$ cat config.mk
export PLATFORM = sky130hd
export DESIGN_NAME = ones_replay_unit
export DESIGN_NICKNAME = d
export VERILOG_FILES = /design/src/rtl/orc_pkg.sv /design/src/rtl/orc_counter.sv /design/src/rtl/orc_ctrl.sv /design/src/rtl/ones_replay_unit.sv
export SDC_FILE = /design/constraint.sdc
export NUM_CORES = 1
export LEC_CHECK = 0
export BUFFER_PORTS_ARGS = -buffer_cell sky130_fd_sc_hd__buf_2
export CAP_MARGIN = 30
export CORE_AREA = 2 2 39 41
export DETAILED_ROUTE_END_ITERATION = 10
export DIE_AREA = 0 0 41 43
export GPL_TIMING_DRIVEN = 0
export SLEW_MARGIN = 20
export SYNTH_ARGS = -nofsm -noshare
export SYNTH_HDL_FRONTEND = slang
export SYNTH_SLANG_ARGS = --single-unit
$ cat constraint.sdc
create_clock -name clk -period 2.67 [get_ports clk]
set_input_delay 0.1335 -clock clk [delete_from_list [all_inputs] [get_ports clk]]
set_output_delay 0.1335 -clock clk [all_outputs]
set_load 0.02 [all_outputs]
$ cat src/rtl/orc_pkg.sv
package orc_pkg;
  parameter int CNT_W = 4;
  localparam int CNT_MAX = (1 << CNT_W) - 1;

  typedef logic [CNT_W-1:0] cnt_t;

  function automatic cnt_t cnt_up(input cnt_t c);
    return (c == cnt_t'(CNT_MAX)) ? c : c + cnt_t'(1);
  endfunction

  function automatic cnt_t cnt_down(input cnt_t c);
    return (c == '0) ? c : c - cnt_t'(1);
  endfunction

  function automatic logic cnt_last(input cnt_t c);
    return c == cnt_t'(1);
  endfunction

  function automatic logic cnt_full(input cnt_t c);
    return c == cnt_t'(CNT_MAX);
  endfunction
endpackage

$ cat src/rtl/orc_counter.sv
module orc_counter
  import orc_pkg::*;
(
  input  logic clk,
  input  logic rst,
  input  logic en,
  input  logic down,
  output cnt_t cnt
);
  always_ff @(posedge clk) begin
    if (rst)     cnt <= '0;
    else if (en) cnt <= down ? cnt_down(cnt) : cnt_up(cnt);
  end

  p_reset_r1: assert property (@(posedge clk) rst |=> (cnt == '0));
  p_down_step_r3: assert property (@(posedge clk) disable iff (rst)
    (en && down) |=> (cnt == $past(cnt) - cnt_t'(1)));
  p_hold_r6: assert property (@(posedge clk) disable iff (rst)
    !en |=> $stable(cnt));
endmodule

$ cat src/rtl/orc_ctrl.sv
module orc_ctrl
  import orc_pkg::*;
(
  input  logic clk,
  input  logic rst,
  input  logic x,
  input  cnt_t cnt,
  output logic replay_q,
  output logic z,
  output logic cnt_en,
  output logic cnt_down_sel
);
  logic nonzero;
  logic full;
  logic start_evt;
  logic end_evt;
  logic measure_evt;

  assign nonzero      = (cnt != '0);
  assign full         = cnt_full(cnt);
  assign z            = replay_q | (!x & nonzero);
  assign start_evt    = !replay_q & !x & nonzero;
  assign end_evt      = z & cnt_last(cnt);
  assign measure_evt  = !replay_q & x & !full;
  assign cnt_en       = z | measure_evt;
  assign cnt_down_sel = z;

  always_ff @(posedge clk) begin
    if (rst) replay_q <= 1'b0;
    else     replay_q <= z & !end_evt;
  end

  p_reset_r1: assert property (@(posedge clk) rst |=> !replay_q);
  p_quiet_while_counting_r2: assert property (@(posedge clk) disable iff (rst)
    (!replay_q && x) |-> !z);
  p_count_up_r2: assert property (@(posedge clk) disable iff (rst)
    (!replay_q && x && !full) |=> (cnt == $past(cnt) + cnt_t'(1)));
  p_saturate_r4: assert property (@(posedge clk) disable iff (rst)
    (!replay_q && x && full) |=> full);
  p_lockout_r5: assert property (@(posedge clk) disable iff (rst)
    replay_q |-> (z && nonzero));
  p_flag_clear_r3: assert property (@(posedge clk) disable iff (rst)
    end_evt |=> (!replay_q && !nonzero));
  p_flag_set_r3: assert property (@(posedge clk) disable iff (rst)
    (start_evt && !cnt_last(cnt)) |=> replay_q);
  p_idle_r6: assert property (@(posedge clk) disable iff (rst)
    (!x && !nonzero && !replay_q) |-> !z);
endmodule

$ cat src/rtl/ones_replay_unit.sv
module ones_replay_unit
  import orc_pkg::*;
(
  input  logic clk,
  input  logic rst,
  input  logic x,
  output logic z
);
  cnt_t cnt;
  logic replay_q;
  logic cnt_en;
  logic cnt_down_sel;

  orc_counter u_counter (
    .clk  (clk),
    .rst  (rst),
    .en   (cnt_en),
    .down (cnt_down_sel),
    .cnt  (cnt)
  );

  orc_ctrl u_ctrl (
    .clk          (clk),
    .rst          (rst),
    .x            (x),
    .cnt          (cnt),
    .replay_q     (replay_q),
    .z            (z),
    .cnt_en       (cnt_en),
    .cnt_down_sel (cnt_down_sel)
  );

  p_reset_out_r8: assert property (@(posedge clk) rst |=> !z || (!x && cnt != '0));
endmodule

==> summary.md, run 1 <==
* finished, final reports clean — run status
* 2 — number of optimization iterations in the first detailed-route pass
* dfxtp_1 27%, ha_1 10%, a21oi_1 5.5% — top cells by area, synth
* 1110 um — first-pass GRT wire length
* 0 — number of max-cap violations
* 2.54 ns — Req. time, crit path
* 276 — vias in the first global route
* 30.7% — post-layout util
* 0 — number of remaining DRC errors
* 0 — total congestion overflow after global routing
* 23.4% — fraction of layout instances using a drive strength above 1
* 14 — total number of placement rows
* 0 — number of antenna violations at the first check in global routing
* flop to output port — worst setup path class
* 16.8% — layout overhead on the synthesized area
* 0 — number of instances resized during post-cts repair
* 0.328 ns — slew of the pin with the lowest slew margin
* 26.3% — effective utilization at floorplan
* 0 — Post CTS Setup Buffer Count
* 1070 nW/um^2 — ratio of total power to cell area
* output port — Setup crit end kind
* 1.57 ns — critical path data arrival time
* 63.9% — Final period util
* 10.6 um — post-detailed-route wirelength per cell
* 0.24 ns — clock latency of the later-clocked register in the worst-skew pair
* 46 — net count after synthesis
* 30.2% — Flop pwr share
* 1 — total number of H-tree levels
* 27.5% — sequential cell area fraction in the yosys report
* 2 — maximum root-to-sink buffer count
* 0.178 nW — standby leakage power
* 0 — number of enable flip-flop cells after synthesis
* 2.75% — mux cell area share after synthesis
* 0 — number of inserted diodes
* 43 um — die outline height
* 667 um — wire length reported by the detailed router
* 41 um — Die Wd
* 0.184 mW — Switch Pwr
* 25 — Unique masters post-synth
* 0 — final number of hold-violating endpoints
* 0 — final setup vio count
* 77.6% — worst relative slew slack
* 54 — net total in the final layout
* 63 — post-route non-filler standard cell count
* 0% — ys async rst share
* 21.3% — compound-cell area share of the yosys netlist
* 0.455 mW — final total power
* 1.12 ns — R2R setup slack
* 10 — maximum number of pins on one net before global-route repair
* primary input to flop — path class of the lowest-slack min-delay path
* 7 — Critical Path Fanout Max
* 9.10 um^2 — mean cell area of the mapped netlist
* 40 — synthesized instance count
* 5 — Clock Sinks
* 305 — vias post-DR
* 27.5% — proportion of netlist area held by the largest area contributor
* 5 — register bit total from synthesis
* 0.237 mV — largest vdd supply drop
* 0.136 ns — Post-Route Hold Slack
* 50.4% — combinational share of power
* 10.3% — adder-cell area share of the yosys netlist
* 4.84 — post-detailed-route via-to-cell ratio
* clkbuf_4 — Clock Tree Root
* 517 um — half-perimeter wire length of the detailed placement result
* 0 ns — Setup TNS Final
* 0.00340 ns — post-route clock skew
* 0.632 — final estimated routing congestion in global placement
* 59 — DP Cell Count
* no — unrepaired setup endpoints after global routing
* 0 — Hold Buf Count CTS
* 4.81% — xor-xnor portion of the synthesized cell area
* dfxtp_1 — most instantiated flip-flop cell in the synthesis netlist
* flop — startpoint types
* dfxtp_1 — top cell type by total area after synthesis
* 7 — First DRT Iteration DRCs
* 3 — number of buffers added by the clock tree synthesis step
* 3 — IO Port Bufs
* 0.05 ns — clock edge transition at the registers on the reported setup and hold paths
* 1380 um^2 — core footprint
* 0 — number of nets with antenna violations after routing
* 19.4% — clock power share
* 40.5% — switching share of power
* simple AND/OR/NAND/NOR gates — main combinational cell family by area after synthesis
* 0.586 GHz — maximum clock frequency
* 9.43% — overall track demand over capacity in global routing
* 1.71 ns — Final Critical Period
* 27.1% — simple-gate portion of the synthesized area
* 0 — total of warnings raised by yosys
* 0.271 mW — Pint
* 0 — Final Slew Violations
* 1760 um^2 — area of the die
* done — TritonCTS clock tree
* 364 um^2 — Cell Area, Synth
* 4 — number of placed I/O pins
-- cell type report --
type                    count  area [um^2]
plain buffers               1         11.3
multi-input cells          31          241
inverters                   3         11.3
repair buffers              3         15.0
well taps                  16         20.0
fillers                   151          958
clock buffers               4         26.3
flip-flops and latches      5          100
-- cell usage in the layout, fill, tap and decap left out --
| cell | n |
|---|---|
| a21oi_1 | 4 |
| a211oi_2 | 1 |
| a2111oi_0 | 1 |
| nor4b_2 | 1 |
| nor3_1 | 2 |
| mux2i_1 | 1 |
| a31oi_1 | 1 |
| xnor2_1 | 1 |
| clkbuf_4 | 3 |
| ha_1 | 3 |
| nand2b_1 | 1 |
| and2_2 | 1 |
| a32oi_2 | 1 |
| and2_1 | 1 |
| buf_6 | 1 |
| buf_2 | 3 |
| clkbuf_1 | 1 |
| nor3b_1 | 1 |
| and4b_1 | 1 |
| a31o_1 | 1 |
| and3b_1 | 1 |
| inv_1 | 3 |
| nor2_1 | 4 |
| xor2_1 | 1 |
| o21ai_1 | 1 |
| nor2b_1 | 1 |
| or3_1 | 1 |
| dfxtp_1 | 5 |
-- cell usage after synthesis (2+ instances only) --
cell	number
inv_1	3
nor2_1	4
ha_1	3
dfxtp_1	5
a21oi_1	4
nor3_1	2
-- sequential cells by signal (all words and copies together) (netlist names) --
signal           cells
u_ctrl.replay_q      1
u_counter.cnt        4
-- worst paths after layout --
kind,from,end,depth (start not counted)
setup / recovery,u_counter.cnt[0],z,5
hold / removal,rst,u_counter.cnt[3],2
setup reg to reg,u_counter.cnt[0],u_counter.cnt[1],6
hold reg to reg,u_counter.cnt[0],u_counter.cnt[0],2
-- power groups by stage --
stage	Sequential [mW]	Combinational [mW]	Clock (mW)
6_report	0.138	0.229	0.0881
5_1_grt	0.144	0.262	0.101
4_1_cts	0.138	0.232	0.0937
3_5_place_dp	0.139	0.231	0
3_3_place_gp	0.138	0.230	0
2_1_floorplan	0.129	0.194	0
-- metrics by stage --
stage	instance area, um^2	setup slack, ns
2_1_floorplan	364	0.995
3_3_place_gp	399	1.12
3_5_place_dp	399	1.10
4_1_cts	425	0.921
5_1_grt	425	0.805
6_report	425	0.964
-- cell families (layout without fill, tap and decap cells) --
logic type | after synthesis | in the layout
muxes | 1 | 1
buffers and inverters | 4 | 11
xor gates and xnor gates | 2 | 2
adders and majority gates | 3 | 3
DFF | 5 | 5
AOI/OAI and AO/OA | 10 | 10
and+or+nand+nor | 15 | 15
-- routing by layer --
| metal | GRT usage (%) | vias to the layer above | share of wire (%) |
|---|---|---|---|
| met2 | 13.8 | 4 | 46 |
| met1 | 11.2 | 142 | 49 |
| met3 | 3.14 | 0 | 4.5 |
| met5 | 0 | - | 0 |
| li1 | - | 159 | - |
| met4 | 6.00 | 0 | 0 |
-- worst max-delay path, stage by stage, from the launching register on --
cell	delay [ns]
dfxtp_1	0.44
inv_1	0.07
ha_1	0.26
nor4b_2	0.18
nor2_1	0.18
buf_2	0.19
Power figures use the tool's default switching activity.
==> run 2, diff against run 1 <==
==> constraint.sdc (replaced) <==
create_clock -name clk -period 1.7 [get_ports clk]
set_input_delay 0.085 -clock clk [delete_from_list [all_inputs] [get_ports clk]]
set_output_delay 0.085 -clock clk [all_outputs]
set_load 0.02 [all_outputs]
==> run 2 against run 1 <==
  * Core utilization rose by 0.45 points
  * Register-to-register slack got worse by 0.90 ns
  * Sequential power grew 59%
  * Count of clock-buffer cells in the layout stayed put
  * Die area unchanged
  * Sequential share of layout area shrank 0.051 points
  * Via count is the same
  * Power grew 61%
  * Wire length increased by 0.75%
  * Critical path depth unchanged
  * Combinational power up 63%
  * Critical path type unchanged
==> summary.md, run 2 (same netlist as run 1, synthesis figures left out) <==
* 39.9% — switching share of power, was 40.5%
* 1760 um^2 — area of the die, unchanged
* u_counter.cnt[1] — Worst setup startpoint, was u_counter.cnt[0]
* 0 — final setup vio count, unchanged
* 0 — number of max-cap violations, unchanged
* 26.3% — effective utilization at floorplan, unchanged
* 0 — number of inserted diodes, unchanged
* 13.8% — met2 GRT Util, unchanged
* 5 — Critical Path Fanout Max, was 7
* 54 — net total in the final layout, unchanged
* 305 — vias post-DR, unchanged
* 6 — count of cells along the worst register-to-register path, unchanged
* 0 — total congestion overflow after global routing, unchanged
* 0 — Final Slew Violations, unchanged
* 672 um — wire length reported by the detailed router, was 667 um
* u_counter.cnt[0] — end point of the worst hold path, was u_counter.cnt[3]
* 51.0% — combinational share of power, was 50.4%
* 1.53 ns — Final Critical Period
* done — TritonCTS clock tree, unchanged
* u_counter.cnt x4, u_ctrl.replay_q x1 — biggest regs, unchanged
* 3 — IO Port Bufs, unchanged
* u_counter.cnt — Largest Register, unchanged
* 63 — post-route non-filler standard cell count, unchanged
* 89.8% — Final period util
* 0 — number of remaining DRC errors, unchanged
* output port — Setup crit end kind, unchanged
* 0.439 mW — Pint, was 0.271 mW
* clkbuf_4 — Clock Tree Root, unchanged
* met2 — global route hottest layer, unchanged
* 0.178 nW — standby leakage power, about the same
* 59 — DP Cell Count, unchanged
* 1.62 ns — Req. time, crit path, was 2.54 ns
* flop — startpoint types, unchanged
* 41 um — Die Wd, unchanged
* 5 — Clock Sinks, unchanged
* flop to output port — worst setup path class, unchanged
* 3 — number of buffers added by the clock tree synthesis step, unchanged
* u_counter.cnt[1] — worst reg2reg startpoint, was u_counter.cnt[0]
* 2 — maximum root-to-sink buffer count, unchanged
* 0.330 ns — slew of the pin with the lowest slew margin, was 0.328 ns
* 0 — number of nets with antenna violations after routing, unchanged
* 4 — max reg flops, unchanged
* 0.407 mV — largest vdd supply drop, was 0.237 mV
* 43 um — die outline height, unchanged
* 1 — total number of H-tree levels, unchanged
* 0.632 — final estimated routing congestion in global placement, unchanged
* 0.22 ns — R2R setup slack, was 1.12 ns
* 29.9% — Flop pwr share, was 30.2%
* 3.14% — met3 Track Usage GR, unchanged
* 9.43% — overall track demand over capacity in global routing, unchanged
* 10 — maximum number of pins on one net before global-route repair, unchanged
* no — unrepaired setup endpoints after global routing, unchanged
* 0.24 ns — clock latency of the later-clocked register in the worst-skew pair, about the same
* 7 — First DRT Iteration DRCs, unchanged
* 14 — total number of placement rows, unchanged
* 1690 nW/um^2 — ratio of total power to cell area, was 1070 nW/um^2
* 1.44 ns — critical path data arrival time, was 1.57 ns
* 0.05 ns — clock edge transition at the registers on the reported setup and hold paths, about the same
* 0 — final number of hold-violating endpoints, unchanged
* 0.292 mW — Switch Pwr, was 0.184 mW
* 4 x nor2_1, 4 x a21oi_1, 4 x dfxtp_1 — most frequent cells in the layout, was 5 x dfxtp_1, 4 x nor2_1, 4 x a21oi_1
* 0 — Hold Buf Count CTS, unchanged
* 1380 um^2 — core footprint, unchanged
* 1110 um — first-pass GRT wire length, unchanged
* 10.7 um — post-detailed-route wirelength per cell, was 10.6 um
* 4.84 — post-detailed-route via-to-cell ratio, unchanged
* 19.1% — clock power share, was 19.4%
* 0 ns — Setup TNS Final, unchanged
* 11.2% — met1 Track Usage GR, unchanged
* 0.00253 ns — post-route clock skew, was 0.00340 ns
* rst — startpoint of the most critical hold path, unchanged
* 3 — number of optimization iterations in the first detailed-route pass, was 2
* 2 — hold-critical path depth, unchanged
* u_counter.cnt[1] — capturing point of the worst reg2reg path, unchanged
* 77.5% — worst relative slew slack, was 77.6%
* primary input to flop — path class of the lowest-slack min-delay path, unchanged
* 27.7% — fraction of layout instances using a drive strength above 1, was 23.4%
* 18.6% — layout overhead on the synthesized area, was 16.8%
* 4 — number of placed I/O pins, unchanged
* 0.655 GHz — maximum clock frequency
* finished, final reports clean — run status, unchanged
* 517 um — half-perimeter wire length of the detailed placement result, unchanged
* 0 — number of antenna violations at the first check in global routing, unchanged
* 276 — vias in the first global route, unchanged
run 2: cell count changes in the layout (fill, tap and decap cells not counted):
| cell | delta |
|---|---|
| buf_2 | -1 |
| buf_4 | +1 |
| dfxtp_1 | -1 |
| dfxtp_2 | +1 |
| ha_1 | -1 |
| ha_2 | +1 |
run 2: worst max-delay path, stage by stage (launching register included):
cell,delay (ns)
dfxtp_1,0.38
inv_1,0.09
ha_2,0.21
nor4b_2,0.17
nor2_1,0.17
buf_4,0.17
run 2: timing repair:
action | 4_1_cts | 5_1_grt
pin swaps | 0 | 1
endpoints found under the setup margin | 1 | 1
resized for setup | 1 | 2
hold endpoints to repair | 0 | 0
setup buffers | 0 | 0
cloned | 0 | 0
run 2: power groups by stage:
stage | sequential [mW] | clock, mW | combinational [mW]
floorplan | 0.203 | 0 | 0.305
global placement | 0.216 | 0 | 0.361
detailed placement | 0.218 | 0 | 0.363
CTS | 0.219 | 0.147 | 0.365
global route | 0.228 | 0.159 | 0.428
finish | 0.219 | 0.139 | 0.373
run 2: per-layer routing:
layer | up-vias | wire, um
met5 | - | 0
met4 | 0 | 0
met3 | 0 | 32
met2 | 4 | 310
met1 | 142 | 329
li1 | 159 | -
run 2: layout make-up:
type | instances | area, um^2
Fill cell | 152 | 952
Multi-Input combinational cell | 31 | 244
Sequential cell | 5 | 101
Clock buffer | 4 | 26.3
Tap cell | 16 | 20.0
Timing Repair Buffer | 3 | 17.5
Buffer | 1 | 11.3
Inverter | 3 | 11.3
run 2: how the worst max path moves through the flow:
stage	end	cells after the start
final	z	5
after global routing	z	5
after CTS	z	5
after detailed placement	u_counter.cnt[1]	6
after global placement	u_counter.cnt[1]	6
after floorplan	u_counter.cnt[1]	6
run 2: metrics by stage:
stage / hold slack, ns / power [mW] / cell area [um^2] / util (%) / setup slack (ns)
after floorplan: 0.150 / 0.508 / 364 / - / 0.0253
after global placement: 0.342 / 0.576 / 399 / 28.8 / 0.145
after detailed placement: 0.342 / 0.581 / 399 / 28.8 / 0.128
after CTS: 0.0801 / 0.731 / 427 / 30.8 / 0.0624
after global routing: 0.0856 / 0.815 / 432 / 31.2 / 0.0245
final: 0.0901 / 0.731 / 432 / 31.2 / 0.174
==> run 3, diff against run 2 <==
--- a/config.mk
+++ b/config.mk
@@ -11,6 +11,7 @@
 export DETAILED_ROUTE_END_ITERATION = 10
 export DIE_AREA = 0 0 41 43
 export GPL_TIMING_DRIVEN = 0
+export HOLD_SLACK_MARGIN = 0.12
 export SLEW_MARGIN = 20
 export SYNTH_ARGS = -nofsm -noshare
 export SYNTH_HDL_FRONTEND = slang
==> run 3 against run 2 <==
  * Count of clock-buffer cells in the layout is the same
  * Sequential power is essentially flat
  * Maximum frequency is essentially flat
  * Combinational power is essentially flat
  * Clock skew is essentially flat
  * Power grew 0.23%
  * Register-to-register slack is essentially flat
==> summary.md, run 3 (same netlist as run 1, synthesis figures left out) <==
* 10.6 um — post-detailed-route wirelength per cell, was 10.7 um
* 4 — max reg flops, unchanged
* 89.8% — Final period util, about the same
* 9.43% — overall track demand over capacity in global routing, unchanged
* 3 — number of buffers added by the clock tree synthesis step, unchanged
* 0.174 ns — setup slack after layout, about the same
* 0.330 ns — slew of the pin with the lowest slew margin, unchanged
* 59 — DP Cell Count, unchanged
* 0 — number of max-cap violations, unchanged
* 7 — First DRT Iteration DRCs, unchanged
* u_counter.cnt[1] — capturing point of the worst reg2reg path, unchanged
* 1660 nW/um^2 — ratio of total power to cell area, was 1690 nW/um^2
* inv_1 -> ha_2 -> nor4b_2 -> nor2_1 -> buf_4 — ordered cell list for the critical path, unchanged
* 1.62 ns — Req. time, crit path, about the same
* 4 x nor2_1, 4 x a21oi_1, 4 x dfxtp_1 — most frequent cells in the layout, unchanged
* 0.128 ns — pre-CTS setup slack, unchanged
* 5 — Clock Sinks, unchanged
* 0.22 ns — R2R setup slack, about the same
* 0 — number of remaining DRC errors, unchanged
* 10 — maximum number of pins on one net before global-route repair, unchanged
* 1.44 ns — critical path data arrival time, about the same
* u_counter.cnt — Largest Register, unchanged
* flop to output port — worst setup path class, unchanged
* primary input to flop — path class of the lowest-slack min-delay path, unchanged
* u_counter.cnt x4, u_ctrl.replay_q x1 — biggest regs, unchanged
* 77.5% — worst relative slew slack, unchanged
* 1380 um^2 — core footprint, unchanged
* 151 — count of fill cells added during filler insertion, was 152
* 43 um — die outline height, unchanged
* finished, final reports clean — run status, unchanged
* 1760 um^2 — area of the die, unchanged
* u_counter.cnt[3] — end point of the worst hold path, was u_counter.cnt[0]
* 5 — Critical Path Fanout Max, unchanged
* u_counter.cnt[1] — worst reg2reg startpoint, unchanged
* 680 um — wire length reported by the detailed router, was 672 um
* 6 — count of cells along the worst register-to-register path, unchanged
* 64 — post-route non-filler standard cell count, was 63
* 0 — total congestion overflow after global routing, unchanged
* 0 — number of antenna violations at the first check in global routing, unchanged
* 1.53 ns — Final Critical Period, about the same
* 0 — final number of hold-violating endpoints, unchanged
* clkbuf_4 — Clock Tree Root, unchanged
* 14 — total number of placement rows, unchanged
* 0.38 ns — Critical Path Max Stage Delay, about the same
* 27.1% — fraction of layout instances using a drive strength above 1, was 27.7%
* no — unrepaired setup endpoints after global routing, unchanged
* 0 ns — Setup TNS Final, unchanged
* 3 — IO Port Bufs, unchanged
* 276 — vias in the first global route, unchanged
* output port — Setup crit end kind, unchanged
* x — startpoint of the most critical hold path, was rst
* 0.05 ns — clock edge transition at the registers on the reported setup and hold paths, about the same
* 4 — number of placed I/O pins, unchanged
* 3 — number of optimization iterations in the first detailed-route pass, unchanged
* 0.655 GHz — maximum clock frequency, about the same
* 0 — number of nets with antenna violations after routing, unchanged
* 1 — total number of H-tree levels, unchanged
* 0 — final setup vio count, unchanged
* 0.632 — final estimated routing congestion in global placement, unchanged
* 26.3% — effective utilization at floorplan, unchanged
* 307 — vias post-DR, was 305
* 3 — hold-critical path depth, was 2
* 21.3% — layout overhead on the synthesized area, was 18.6%
* 0.24 ns — clock latency of the later-clocked register in the worst-skew pair, about the same
* 0.733 mW — final total power, was 0.731 mW
* 0.00253 ns — post-route clock skew, about the same
* 0 — Final Slew Violations, unchanged
* 1110 um — first-pass GRT wire length, unchanged
* flop — startpoint types, unchanged
* 2 — maximum root-to-sink buffer count, unchanged
* 517 um — half-perimeter wire length of the detailed placement result, unchanged
* 0.407 mV — largest vdd supply drop, about the same
* 4.80 — post-detailed-route via-to-cell ratio, was 4.84
* dfxtp_1 — library cell contributing the largest single delay on the critical path, unchanged
* 55 — net total in the final layout, was 54
* done — TritonCTS clock tree, unchanged
* 0 — number of inserted diodes, unchanged
* 41 um — Die Wd, unchanged
* 0.182 nW — standby leakage power, was 0.178 nW
## run 3: cell types whose count changed in the layout (fill, tap and decap cells not counted), sizes merged
| cell | change |
|---|---|
| dlygate4sd3 | +1 |
## run 3: cell type report
type                       instances  area [um^2]  area share, %
multi-input combinational         31          244           55.2
timing repair buffer               4         27.5           6.23
buffer                             1         11.3           2.55
sequential                         5          101           22.9
inverter                           3         11.3           2.55
clock buffer                       4         26.3           5.95
tap                               16         20.0           4.53
## run 3: worst max path at each step
| stage | start | to | slack [ns] | cells past startpoint |
|---|---|---|---|---|
| 2_1_floorplan | u_counter.cnt[0] | u_counter.cnt[1] | 0.03 | 6 |
| 3_3_place_gp | u_counter.cnt[0] | u_counter.cnt[1] | 0.15 | 6 |
| 3_5_place_dp | u_counter.cnt[0] | u_counter.cnt[1] | 0.13 | 6 |
| 4_1_cts | u_counter.cnt[1] | z | 0.06 | 5 |
| 5_1_grt | u_counter.cnt[1] | z | 0.02 | 5 |
| 6_report | u_counter.cnt[1] | z | 0.17 | 5 |
## run 3: routing by layer
metal,GRT usage [%],up-vias,routed length [um]
li1,-,161,-
met2,13.8,4,313
met1,11.2,142,333
met3,3.14,0,33
met5,0,-,0
met4,6.00,0,0
## run 3: worst max-delay path: cells and delay by family (launching register included)
kind / cells / cell delay (ns)
simple gates: 2 / 0.34
fa+ha+maj: 1 / 0.21
flops: 1 / 0.38
buf+inv: 2 / 0.26
## run 3: repair_timing
item / CTS / global route
setup endpoints to repair: 1 / 1
endpoints found under the hold margin: 3 / 0
gates resized for setup: 1 / 2
setup buffers: 0 / 0
pin swaps: 0 / 1
hold buffers: 1 / 0
## run 3: metrics by stage
step	hold WS [ns]	cell area, um^2	utilization [%]
3_3_place_gp	0.342	399	28.8
6_report	0.253	442	31.9
2_1_floorplan	0.150	364	-
4_1_cts	0.242	437	31.6
3_5_place_dp	0.342	399	28.8
5_1_grt	0.266	442	31.9
## run 3: report_power, final
part / switching [mW] / internal [mW] / leakage (nW) / total (mW)
logic: 0.185 / 0.190 / 0.125 / 0.375
registers: 0.0564 / 0.162 / 0.0415 / 0.219
clock network: 0.0505 / 0.0889 / 0.0150 / 0.139
total: 0.292 / 0.441 / 0.182 / 0.733
